### config.mk
export PLATFORM = sky130hd
export DESIGN_NAME = alu8_flags
export DESIGN_NICKNAME = d
export VERILOG_FILES = /design/src/rtl/alu8_pkg.sv /design/src/rtl/alu8_ctrl.sv /design/src/rtl/alu8_dp.sv /design/src/rtl/alu8_flags.sv
export SDC_FILE = /design/constraint.sdc
export NUM_CORES = 1
export LEC_CHECK = 0
export BUFFER_PORTS_ARGS = -buffer_cell sky130_fd_sc_hd__buf_2
export CORE_MARGIN = 4
export CORE_UTILIZATION = 30
export DETAILED_ROUTE_END_ITERATION = 8
export PLACE_DENSITY_LB_ADDON = 0.25
export SYNTH_ARGS = -nofsm -noshare
export SYNTH_HDL_FRONTEND = slang
export SYNTH_HIERARCHICAL = 1
export SYNTH_SLANG_ARGS = --single-unit
### constraint.sdc
create_clock -name vclk -period 5
set_input_delay 0.75 -clock vclk [all_inputs]
set_output_delay 0.75 -clock vclk [all_outputs]
set_load 0.02 [all_outputs]
### src/rtl/alu8_pkg.sv
package alu8_pkg;

  localparam int DATA_W = 8;
  localparam int OP_W   = 5;
  localparam int IDX_W  = $clog2(DATA_W);
  localparam int NIB_W  = DATA_W / 2;

  // Flag bit positions
  localparam int FLG_S  = 7;
  localparam int FLG_Z  = 6;
  localparam int FLG_H  = 4;
  localparam int FLG_PV = 2;
  localparam int FLG_N  = 1;
  localparam int FLG_C  = 0;

  typedef enum logic [OP_W-1:0] {
    OP_ADD = 5'd0,  OP_ADC = 5'd1,  OP_SUB = 5'd2,  OP_SBC = 5'd3,
    OP_CMP = 5'd4,  OP_AND = 5'd5,  OP_OR  = 5'd6,  OP_XOR = 5'd7,
    OP_RLC = 5'd8,  OP_RRC = 5'd9,  OP_RL  = 5'd10, OP_RR  = 5'd11,
    OP_SLA = 5'd12, OP_SRA = 5'd13, OP_SRL = 5'd14, OP_BIT = 5'd15,
    OP_SCF = 5'd16, OP_CCF = 5'd17
  } aluOp_e;

  typedef enum logic [1:0] { LOG_AND = 2'd0, LOG_OR = 2'd1, LOG_XOR = 2'd2 } logicSel_e;
  typedef enum logic [1:0] { FILL_ZERO = 2'd0, FILL_CIRC = 2'd1, FILL_CARRY = 2'd2, FILL_SIGN = 2'd3 } fillSel_e;

  typedef struct packed {
    logic      arith;
    logic      sub;
    logic      useCarry;
    logic      keepA;
    logic      logicEn;
    logicSel_e logicSel;
    logic      shiftEn;
    logic      shLeft;
    fillSel_e  fill;
    logic      bitTest;
    logic      carrySet;
    logic      carryFlip;
  } aluStrobes_t;

endpackage

### src/rtl/alu8_ctrl.sv
module alu8_ctrl
  import alu8_pkg::*;
(
  input  logic [OP_W-1:0] opCode,
  output aluStrobes_t     strb
);

  always_comb begin
    strb = '0;
    case (aluOp_e'(opCode))
      OP_ADD: strb.arith = 1'b1;
      OP_ADC: begin strb.arith = 1'b1; strb.useCarry = 1'b1; end
      OP_SUB: begin strb.arith = 1'b1; strb.sub = 1'b1; end
      OP_SBC: begin strb.arith = 1'b1; strb.sub = 1'b1; strb.useCarry = 1'b1; end
      OP_CMP: begin strb.arith = 1'b1; strb.sub = 1'b1; strb.keepA = 1'b1; end
      OP_AND: begin strb.logicEn = 1'b1; strb.logicSel = LOG_AND; end
      OP_OR:  begin strb.logicEn = 1'b1; strb.logicSel = LOG_OR;  end
      OP_XOR: begin strb.logicEn = 1'b1; strb.logicSel = LOG_XOR; end
      OP_RLC: begin strb.shiftEn = 1'b1; strb.shLeft = 1'b1; strb.fill = FILL_CIRC;  end
      OP_RRC: begin strb.shiftEn = 1'b1; strb.fill = FILL_CIRC;  end
      OP_RL:  begin strb.shiftEn = 1'b1; strb.shLeft = 1'b1; strb.fill = FILL_CARRY; end
      OP_RR:  begin strb.shiftEn = 1'b1; strb.fill = FILL_CARRY; end
      OP_SLA: begin strb.shiftEn = 1'b1; strb.shLeft = 1'b1; strb.fill = FILL_ZERO;  end
      OP_SRA: begin strb.shiftEn = 1'b1; strb.fill = FILL_SIGN;  end
      OP_SRL: begin strb.shiftEn = 1'b1; strb.fill = FILL_ZERO;  end
      OP_BIT: strb.bitTest   = 1'b1;
      OP_SCF: strb.carrySet  = 1'b1;
      OP_CCF: strb.carryFlip = 1'b1;
      default: strb = '0;
    endcase
  end

endmodule

### src/rtl/alu8_dp.sv
module alu8_dp
  import alu8_pkg::*;
(
  input  aluStrobes_t       strb,
  input  logic [DATA_W-1:0] opA,
  input  logic [DATA_W-1:0] opB,
  input  logic [DATA_W-1:0] flagsIn,
  output logic [DATA_W-1:0] result,
  output logic [DATA_W-1:0] flagsOut
);

  localparam int MSB = DATA_W - 1;

  logic              carryIn, cinRaw, cinEff;
  logic [DATA_W-1:0] bEff;
  logic [NIB_W:0]    lowSum;
  logic [MSB:0]      sevenSum;
  logic [DATA_W:0]   fullSum;
  logic [DATA_W-1:0] arithRes, logicRes, shiftRes, value;
  logic              arithC, arithH, arithV, fillBit, shiftC, testedBit;

  // Adder: subtraction runs as A + ~B + ~borrowIn
  always_comb begin
    carryIn  = flagsIn[FLG_C];
    cinRaw   = strb.useCarry & carryIn;
    cinEff   = strb.sub ? ~cinRaw : cinRaw;
    bEff     = strb.sub ? ~opB : opB;
    lowSum   = {1'b0, opA[NIB_W-1:0]} + {1'b0, bEff[NIB_W-1:0]} + {{NIB_W{1'b0}}, cinEff};
    sevenSum = {1'b0, opA[MSB-1:0]} + {1'b0, bEff[MSB-1:0]} + {{MSB{1'b0}}, cinEff};
    fullSum  = {1'b0, opA} + {1'b0, bEff} + {{DATA_W{1'b0}}, cinEff};
    arithRes = fullSum[DATA_W-1:0];
    arithC   = fullSum[DATA_W] ^ strb.sub;
    arithH   = lowSum[NIB_W] ^ strb.sub;
    arithV   = sevenSum[MSB] ^ fullSum[DATA_W];
  end

  // Logic unit
  always_comb begin
    case (strb.logicSel)
      LOG_AND: logicRes = opA & opB;
      LOG_OR:  logicRes = opA | opB;
      default: logicRes = opA ^ opB;
    endcase
  end

  // Rotate / shift unit
  always_comb begin
    case (strb.fill)
      FILL_CIRC:  fillBit = strb.shLeft ? opA[MSB] : opA[0];
      FILL_CARRY: fillBit = carryIn;
      FILL_SIGN:  fillBit = opA[MSB];
      default:    fillBit = 1'b0;
    endcase
    shiftRes = strb.shLeft ? {opA[MSB-1:0], fillBit} : {fillBit, opA[MSB:1]};
    shiftC   = strb.shLeft ? opA[MSB] : opA[0];
  end

  assign testedBit = opA[opB[IDX_W-1:0]];

  // Result and flag assembly; untouched flag bits keep flagsIn
  always_comb begin
    result   = opA;
    flagsOut = flagsIn;
    value    = opA;
    if (strb.arith) begin
      value            = arithRes;
      result           = strb.keepA ? opA : arithRes;
      flagsOut[FLG_H]  = arithH;
      flagsOut[FLG_PV] = arithV;
      flagsOut[FLG_N]  = strb.sub;
      flagsOut[FLG_C]  = arithC;
    end else if (strb.logicEn) begin
      value            = logicRes;
      result           = logicRes;
      flagsOut[FLG_H]  = (strb.logicSel == LOG_AND);
      flagsOut[FLG_PV] = ~^logicRes;
      flagsOut[FLG_N]  = 1'b0;
      flagsOut[FLG_C]  = 1'b0;
    end else if (strb.shiftEn) begin
      value            = shiftRes;
      result           = shiftRes;
      flagsOut[FLG_H]  = 1'b0;
      flagsOut[FLG_PV] = ~^shiftRes;
      flagsOut[FLG_N]  = 1'b0;
      flagsOut[FLG_C]  = shiftC;
    end else if (strb.bitTest) begin
      flagsOut[FLG_Z]  = ~testedBit;
      flagsOut[FLG_H]  = 1'b1;
      flagsOut[FLG_N]  = 1'b0;
    end else if (strb.carrySet || strb.carryFlip) begin
      flagsOut[FLG_N]  = 1'b0;
      flagsOut[FLG_C]  = strb.carrySet ? 1'b1 : ~carryIn;
    end
    if (strb.arith || strb.logicEn || strb.shiftEn) begin
      flagsOut[FLG_S] = value[MSB];
      flagsOut[FLG_Z] = (value == '0);
    end
  end

  always_comb begin

    logic_carry_chk: assert (!strb.logicEn || (flagsOut[FLG_C] == 1'b0 && flagsOut[FLG_N] == 1'b0))
      else $error("logic op left C or N set");

    sub_n_chk: assert (!(strb.arith && strb.sub) || flagsOut[FLG_N])
      else $error("subtract did not set N");

    no_overflow_chk: assert (!strb.arith ||
      (flagsOut[FLG_PV] == ((opA[MSB] == bEff[MSB]) && (arithRes[MSB] != opA[MSB]))))
      else $error("overflow flag disagrees with sign rule");

    parity_chk: assert (!(strb.logicEn || strb.shiftEn) ||
      (flagsOut[FLG_PV] == ($countones(result) % 2 == 0)))
      else $error("parity flag wrong");

    cmp_zero_chk: assert (!(strb.arith && strb.keepA) ||
      (flagsOut[FLG_Z] == (opA == opB) && result == opA))
      else $error("compare zero flag or result wrong");

    sign_chk: assert (!(strb.logicEn || strb.shiftEn) || flagsOut[FLG_S] == result[MSB])
      else $error("sign flag differs from result msb");
  end

endmodule

### src/rtl/alu8_flags.sv
module alu8_flags
  import alu8_pkg::*;
(
  input  logic [OP_W-1:0]   opCode,
  input  logic [DATA_W-1:0] opA,
  input  logic [DATA_W-1:0] opB,
  input  logic [DATA_W-1:0] flagsIn,
  output logic [DATA_W-1:0] result,
  output logic [DATA_W-1:0] flagsOut
);

  localparam int NUM_OPS = 18;

  aluStrobes_t strb;

  alu8_ctrl u_ctrl (
    .opCode (opCode),
    .strb   (strb)
  );

  alu8_dp u_dp (
    .strb     (strb),
    .opA      (opA),
    .opB      (opB),
    .flagsIn  (flagsIn),
    .result   (result),
    .flagsOut (flagsOut)
  );

  always_comb begin

    spare_bits_chk: assert (flagsOut[5] == flagsIn[5] && flagsOut[3] == flagsIn[3])
      else $error("spare flag bits altered");

    unused_op_chk: assert (int'(opCode) < NUM_OPS || (result == opA && flagsOut == flagsIn))
      else $error("unassigned opcode changed state");
  end

endmodule

==> flow_summary.toml, run 1 <==
[timing]
layout_min_cycle_time_ps = 4760
rsz0062_at_grt = "no"
setup_viol = 0
worst_pin_slew_ps = 595
fmax_mhz = 210
slew_headroom_pct = 60.0
min_period_over_period_pct = 95.2
fin_ws_ps = 241
tns_ps = 0
maxSlewViolCount = 0
finalHoldViolCount = 0

[power]
power.switching_uw = 165
pwr-share-seq_pct = 0
irDropWorstVdd_mv = 0.0474
switching_share_pct = 59.2
p_int_uw = 114
p_per_area_nw_per_um2 = 120
power_uw = 279
power_frac_comb_pct = 100.0
p_leak_nw = 0.987
power_frac_clock_pct = 0

[grt]
overflow = 0
grt_pass1_vias = 1939
grt_util_all_layers_pct = 16.5
grt_pass1_wl_um = 10400
antenna_found_initial = 0
grt_max_degree = 24

[detailed_routing]
drt_iter0_drc = 128
vias = 2162
drt_first_pass_iters = 5
final_antenna_net_count = 0
drc = 0
via_per_inst = 5.47
routedWlPerCell_um = 16.6
routed_wl_um = 6560

[critical_path]
cp.required_ps = 4250
cp-endpoint = "flagsOut[2]"
path_max_fanout = 12
critPathKind = "primary input to primary output"
cp-end-kind = "primary output"
cp-startpoint = "opCode[2]"
worstPathArrival_ps = 4010
start_kind = "primary input"

[layout]
register_area_um2 = 0
design.seq.count = 0
nNetsFinal = 375
drive_gt1_share_pct = 23.0
n_clock_buffer = 0
diodes = 0
fin_cells = 395
areaGrowthSynthToFinish_pct = 16.7

[min_path]
hp-class = "primary input to primary output"

[synth]
syn-cell-area_um2 = 1990
ys_seq_area_share_pct = 0
synth_area_leaders = "ha_1 (15%), xnor2_1 (7.9%), xor2_1 (6.6%)"
synth_top_area_share_pct = 15.1
yosys_warnings = 6
synthCells = 282
synth_cell_types = 53
synth.largest_area_cell = "ha_1"
syn_nets = 337
syn_area_per_cell_um2 = 7.05

[placed_design]
post-dp-hpwl_um = 5170
pre_cts_slack_ps = 210
port_buffers = 41
dp_cells = 395
gp_congestion = 0.891

[clock_tree]
postCtsHoldBufs = 0
cts_setup_buffers = 0
cts_resized = 0

[floorplan]
die-area_um2 = 7990
floorplan.rows = 29
core_um2 = 6390
die_h_um = 89.4
die_w_um = 89.4
pin_count = 45
initial_core_util_pct = 31.1

[status]
status = "finished clean"

[flow_run]
max_cap_viol_count = 0
[worst min path at each step]
stage / from / endpoint / slack [ps] / depth (start not counted)
5_1_grt: flagsIn[5] / flagsOut[5] / 1500 / 0
4_1_cts: flagsIn[5] / flagsOut[5] / 1500 / 0
3_3_place_gp: flagsIn[5] / flagsOut[5] / 1500 / 0
3_5_place_dp: flagsIn[5] / flagsOut[5] / 1500 / 0
2_1_floorplan: flagsIn[3] / flagsOut[3] / 1610 / 1
6_report: flagsIn[5] / flagsOut[5] / 1500 / 0
[power groups by stage]
| stage | registers, mW | logic [mW] | clock network [mW] |
|---|---|---|---|
| 2_1_floorplan | 0 | 0.191 | 0 |
| 3_3_place_gp | 0 | 0.275 | 0 |
| 3_5_place_dp | 0 | 0.273 | 0 |
| 4_1_cts | 0 | 0.275 | 0 |
| 5_1_grt | 0 | 0.307 | 0 |
| 6_report | 0 | 0.279 | 0 |
[area by class of cell]
type	count	area [um2]
inverter	21	78.8
multi-input combinational	241	1820
timing repair buffer	56	330
fill	722	4070
tap	77	96.3
[synth_stat cells, drive strengths merged, types with 3 or more instances]
| cell type | n |
|---|---|
| o31ai | 5 |
| clkbuf | 8 |
| a21oi | 24 |
| nor3 | 8 |
| ha | 24 |
| nor3b | 3 |
| nand2 | 22 |
| nand3b | 5 |
| and2 | 5 |
| o21ai | 12 |
| buf | 12 |
| nand2b | 8 |
| nor2 | 30 |
| mux2i | 12 |
| or3b | 3 |
| o211ai | 3 |
| a211oi | 12 |
| nor2b | 4 |
| xnor2 | 18 |
| xor2 | 15 |
| inv | 21 |
[layout by cell type, fill, tap and decap left out, types with 6 or more instances in the layout]
cell type   n
buf_4      14
ha_1       24
nand2_1    22
o21ai_0     6
buf_2      41
xnor2_1    18
nand2b_1    7
nor3_1      7
xor2_1     15
nor2_1     30
o21ai_1     6
inv_1      18
a211oi_1   10
a21oi_1    24
mux2i_1    12
[kinds of logic (layout without fill, tap and decap cells)]
family,count (synthesis),count (layout),synth area share [%]
AOI/OAI and AO/OA,70,70,24.2
xor gates and xnor gates,33,33,14.5
adders and majority gates,26,26,17.1
buffers and inverters,41,77,9.50
muxes,15,15,8.87
and+or+nand+nor,97,97,25.8
[critical path, cell delays in order]
cell	delay, ps
buf_2	170
or3b_1	380
a211oi_2	300
buf_12	190
xor2_1	180
fa_1	220
inv_1	60
fa_1	400
a21oi_1	140
nor2b_1	80
a311oi_2	360
o21ai_1	170
xor2_1	180
a21oi_1	160
o21ai_1	90
buf_2	160
[layer usage]
| layer | part of all wire, % | GRT usage (%) |
|---|---|---|
| met5 | 0 | 0 |
| met4 | 0 | 0 |
| met3 | 4.4 | 0 |
| met2 | 50 | 29.1 |
| met1 | 45 | 23.9 |
[through the flow]
stage               util [%]  hold slack [ps]  instance area (um2)
finish                  36.3             1500                 2320
global route            36.3             1500                 2320
CTS                     36.2             1500                 2310
detailed placement      36.2             1500                 2310
global placement        36.2             1500                 2310
floorplan                  -             1610                 1990
Note: power is estimated with default switching activity, not from simulation.
==> run 2, diff against run 1 <==
Settings changed: ABC_AREA from default to 1.
==> run 2 against run 1 <==
  * Wire length up 12%
  * Sequential share of layout area unchanged
  * Critical endpoint is now flagsOut[6]
  * Critical path depth up 1
  * Setup slack better by 340 ps
  * Area after synthesis up 8.4%
  * Highest routed layer is now met4
  * Sequential cell count unchanged
==> flow_summary.toml, run 2 <==
[status]
status = "finished clean"

[critical_path]
start_kind = "primary input"
cp.required_ps = 4250
worstPathArrival_ps = 3670
cp-startpoint = "opCode[1]"
path_max_fanout = 12
cp-endpoint = "flagsOut[6]"
cp-end-kind = "primary output"
critPathKind = "primary input to primary output"

[clock_tree]
postCtsHoldBufs = 0
cts_setup_buffers = 0
cts_resized = 0

[floorplan]
initial_core_util_pct = 31.4
floorplan.rows = 30
die_h_um = 92.7
die-area_um2 = 8600
die_w_um = 92.7
pin_count = 45
core_um2 = 6870

[grt]
grt_util_all_layers_pct = 17.1
grt_max_degree = 23
grt_pass1_wl_um = 12100
grt_pass1_vias = 2494
antenna_found_initial = 0
overflow = 0

[timing]
rsz0062_at_grt = "no"
maxSlewViolCount = 0
setup_viol = 0
tns_ps = 0
worst_pin_slew_ps = 538
layout_min_cycle_time_ps = 4420
finalHoldViolCount = 0
slew_headroom_pct = 63.9
fmax_mhz = 226
min_period_over_period_pct = 88.4

[synth]
synth_top_cells_by_count = "nand2_1 (146), inv_1 (56), nand3_1 (29)"
synthCells = 399
synth_compound_area_share_pct = 17.0
synth_top_family_by_area = "simple AND/OR/NAND/NOR gates"
syn-cell-area_um2 = 2150
syn_nets = 454
yosys_warnings = 6
synth_area_leaders = "nand2_1 (25%), ha_1 (14%), inv_1 (9.8%)"
synth.most_common_cell = "nand2_1"
yosys.area_share.adder_pct = 15.8
synth_simple_gate_area_share_pct = 44.2
synth_top_area_share_pct = 25.4
synth_cell_types = 37
synth.area.mux_share_pct = 0
synth_xor_area_share_pct = 10.2
ys_seq_area_share_pct = 0
synth.largest_area_cell = "nand2_1"
syn_area_per_cell_um2 = 5.40

[detailed_routing]
routedWlPerCell_um = 13.8
vias = 2561
final_antenna_net_count = 0
drt_first_pass_iters = 4
drt_iter0_drc = 165
via_per_inst = 4.81
routed_wl_um = 7340
drc = 0

[layout]
areaGrowthSynthToFinish_pct = 14.3
diodes = 0
layout_commonest_cell = "nand2_1"
final_cell_mix = "nand2_1 (146), inv_1 (56), buf_2 (41)"
drive_gt1_share_pct = 15.4
register_area_um2 = 0
n_clock_buffer = 0
fillers = 819
fin_cells = 532
nNetsFinal = 493
design.seq.count = 0
multi_input_area_um2 = 1880

[power]
power_frac_comb_pct = 100.0
switching_share_pct = 65.1
power_frac_clock_pct = 0
irDropWorstVdd_mv = 0.0443
p_int_uw = 103
power.switching_uw = 193
p_per_area_nw_per_um2 = 120
pwr-share-seq_pct = 0
p_leak_nw = 1.41

[flow_run]
max_cap_viol_count = 0

[min_path]
hold_depth = 0
hp-class = "primary input to primary output"

[placed_design]
dp_cells = 532
port_buffers = 41
gp_congestion = 0.937
post-dp-hpwl_um = 6280
-- run 2: how the worst min path moves through the flow --
stage                        to  startpoint  slack, ps
floorplan           flagsOut[3]  flagsIn[3]       1610
global placement    flagsOut[3]  flagsIn[3]       1500
detailed placement  flagsOut[3]  flagsIn[3]       1500
CTS                 flagsOut[3]  flagsIn[3]       1500
global route        flagsOut[3]  flagsIn[3]       1500
finish              flagsOut[3]  flagsIn[3]       1500
-- run 2: metrics by stage --
step / power (mW) / hold WS, ps / utilization (%) / setup slack (ps) / cell area [um2]
CTS: 0.298 / 1500 / 35.8 / 568 / 2460
finish: 0.296 / 1500 / 35.8 / 581 / 2460
global route: 0.335 / 1500 / 35.8 / 303 / 2460
floorplan: 0.208 / 1610 / - / 689 / 2150
global placement: 0.297 / 1500 / 35.8 / 638 / 2460
detailed placement: 0.297 / 1500 / 35.8 / 578 / 2460
-- run 2: cell families (layout without fill, tap and decap cells) --
| group | after synthesis | count (layout) |
|---|---|---|
| AO/OA/AOI/OAI | 60 | 60 |
| adder cells (fa/ha/maj) | 26 | 26 |
| AND/OR/NAND/NOR | 220 | 220 |
| buffers and inverters | 68 | 105 |
| XOR/XNOR | 25 | 25 |
-- run 2: power groups by stage --
stage               registers, mW  logic [mW]  clock network (mW)
floorplan                       0       0.208                   0
global placement                0       0.297                   0
detailed placement              0       0.297                   0
CTS                             0       0.298                   0
global route                    0       0.335                   0
finish                          0       0.296                   0
-- run 2: cell type report --
type	instances	share of cell area, %
Inverter	60	9.15
Multi-Input combinational cell	331	76.4
Tap cell	96	4.88
Timing Repair Buffer	45	9.55
-- run 2: critical path: stages --
cell and delay, ps:
buf_2 140, nor2_1 200, nand4_1 190, o31ai_2 100, buf_4 270, xnor2_1 130
fa_1 390, inv_1 110, fa_1 250, a21oi_1 80, o21ai_0 360, xor2_1 220
nand3_1 90, nand2_1 70, nand4_1 90, nand2_1 70, buf_2 160
-- run 2: per-layer routing --
metal,vias up,GRT usage [%],part of all wire [%]
met5,-,0,0
met4,0,1.10,0.63
met3,4,1.14,5.6
met2,61,32.2,50
met1,1133,22.1,44
li1,1363,-,-
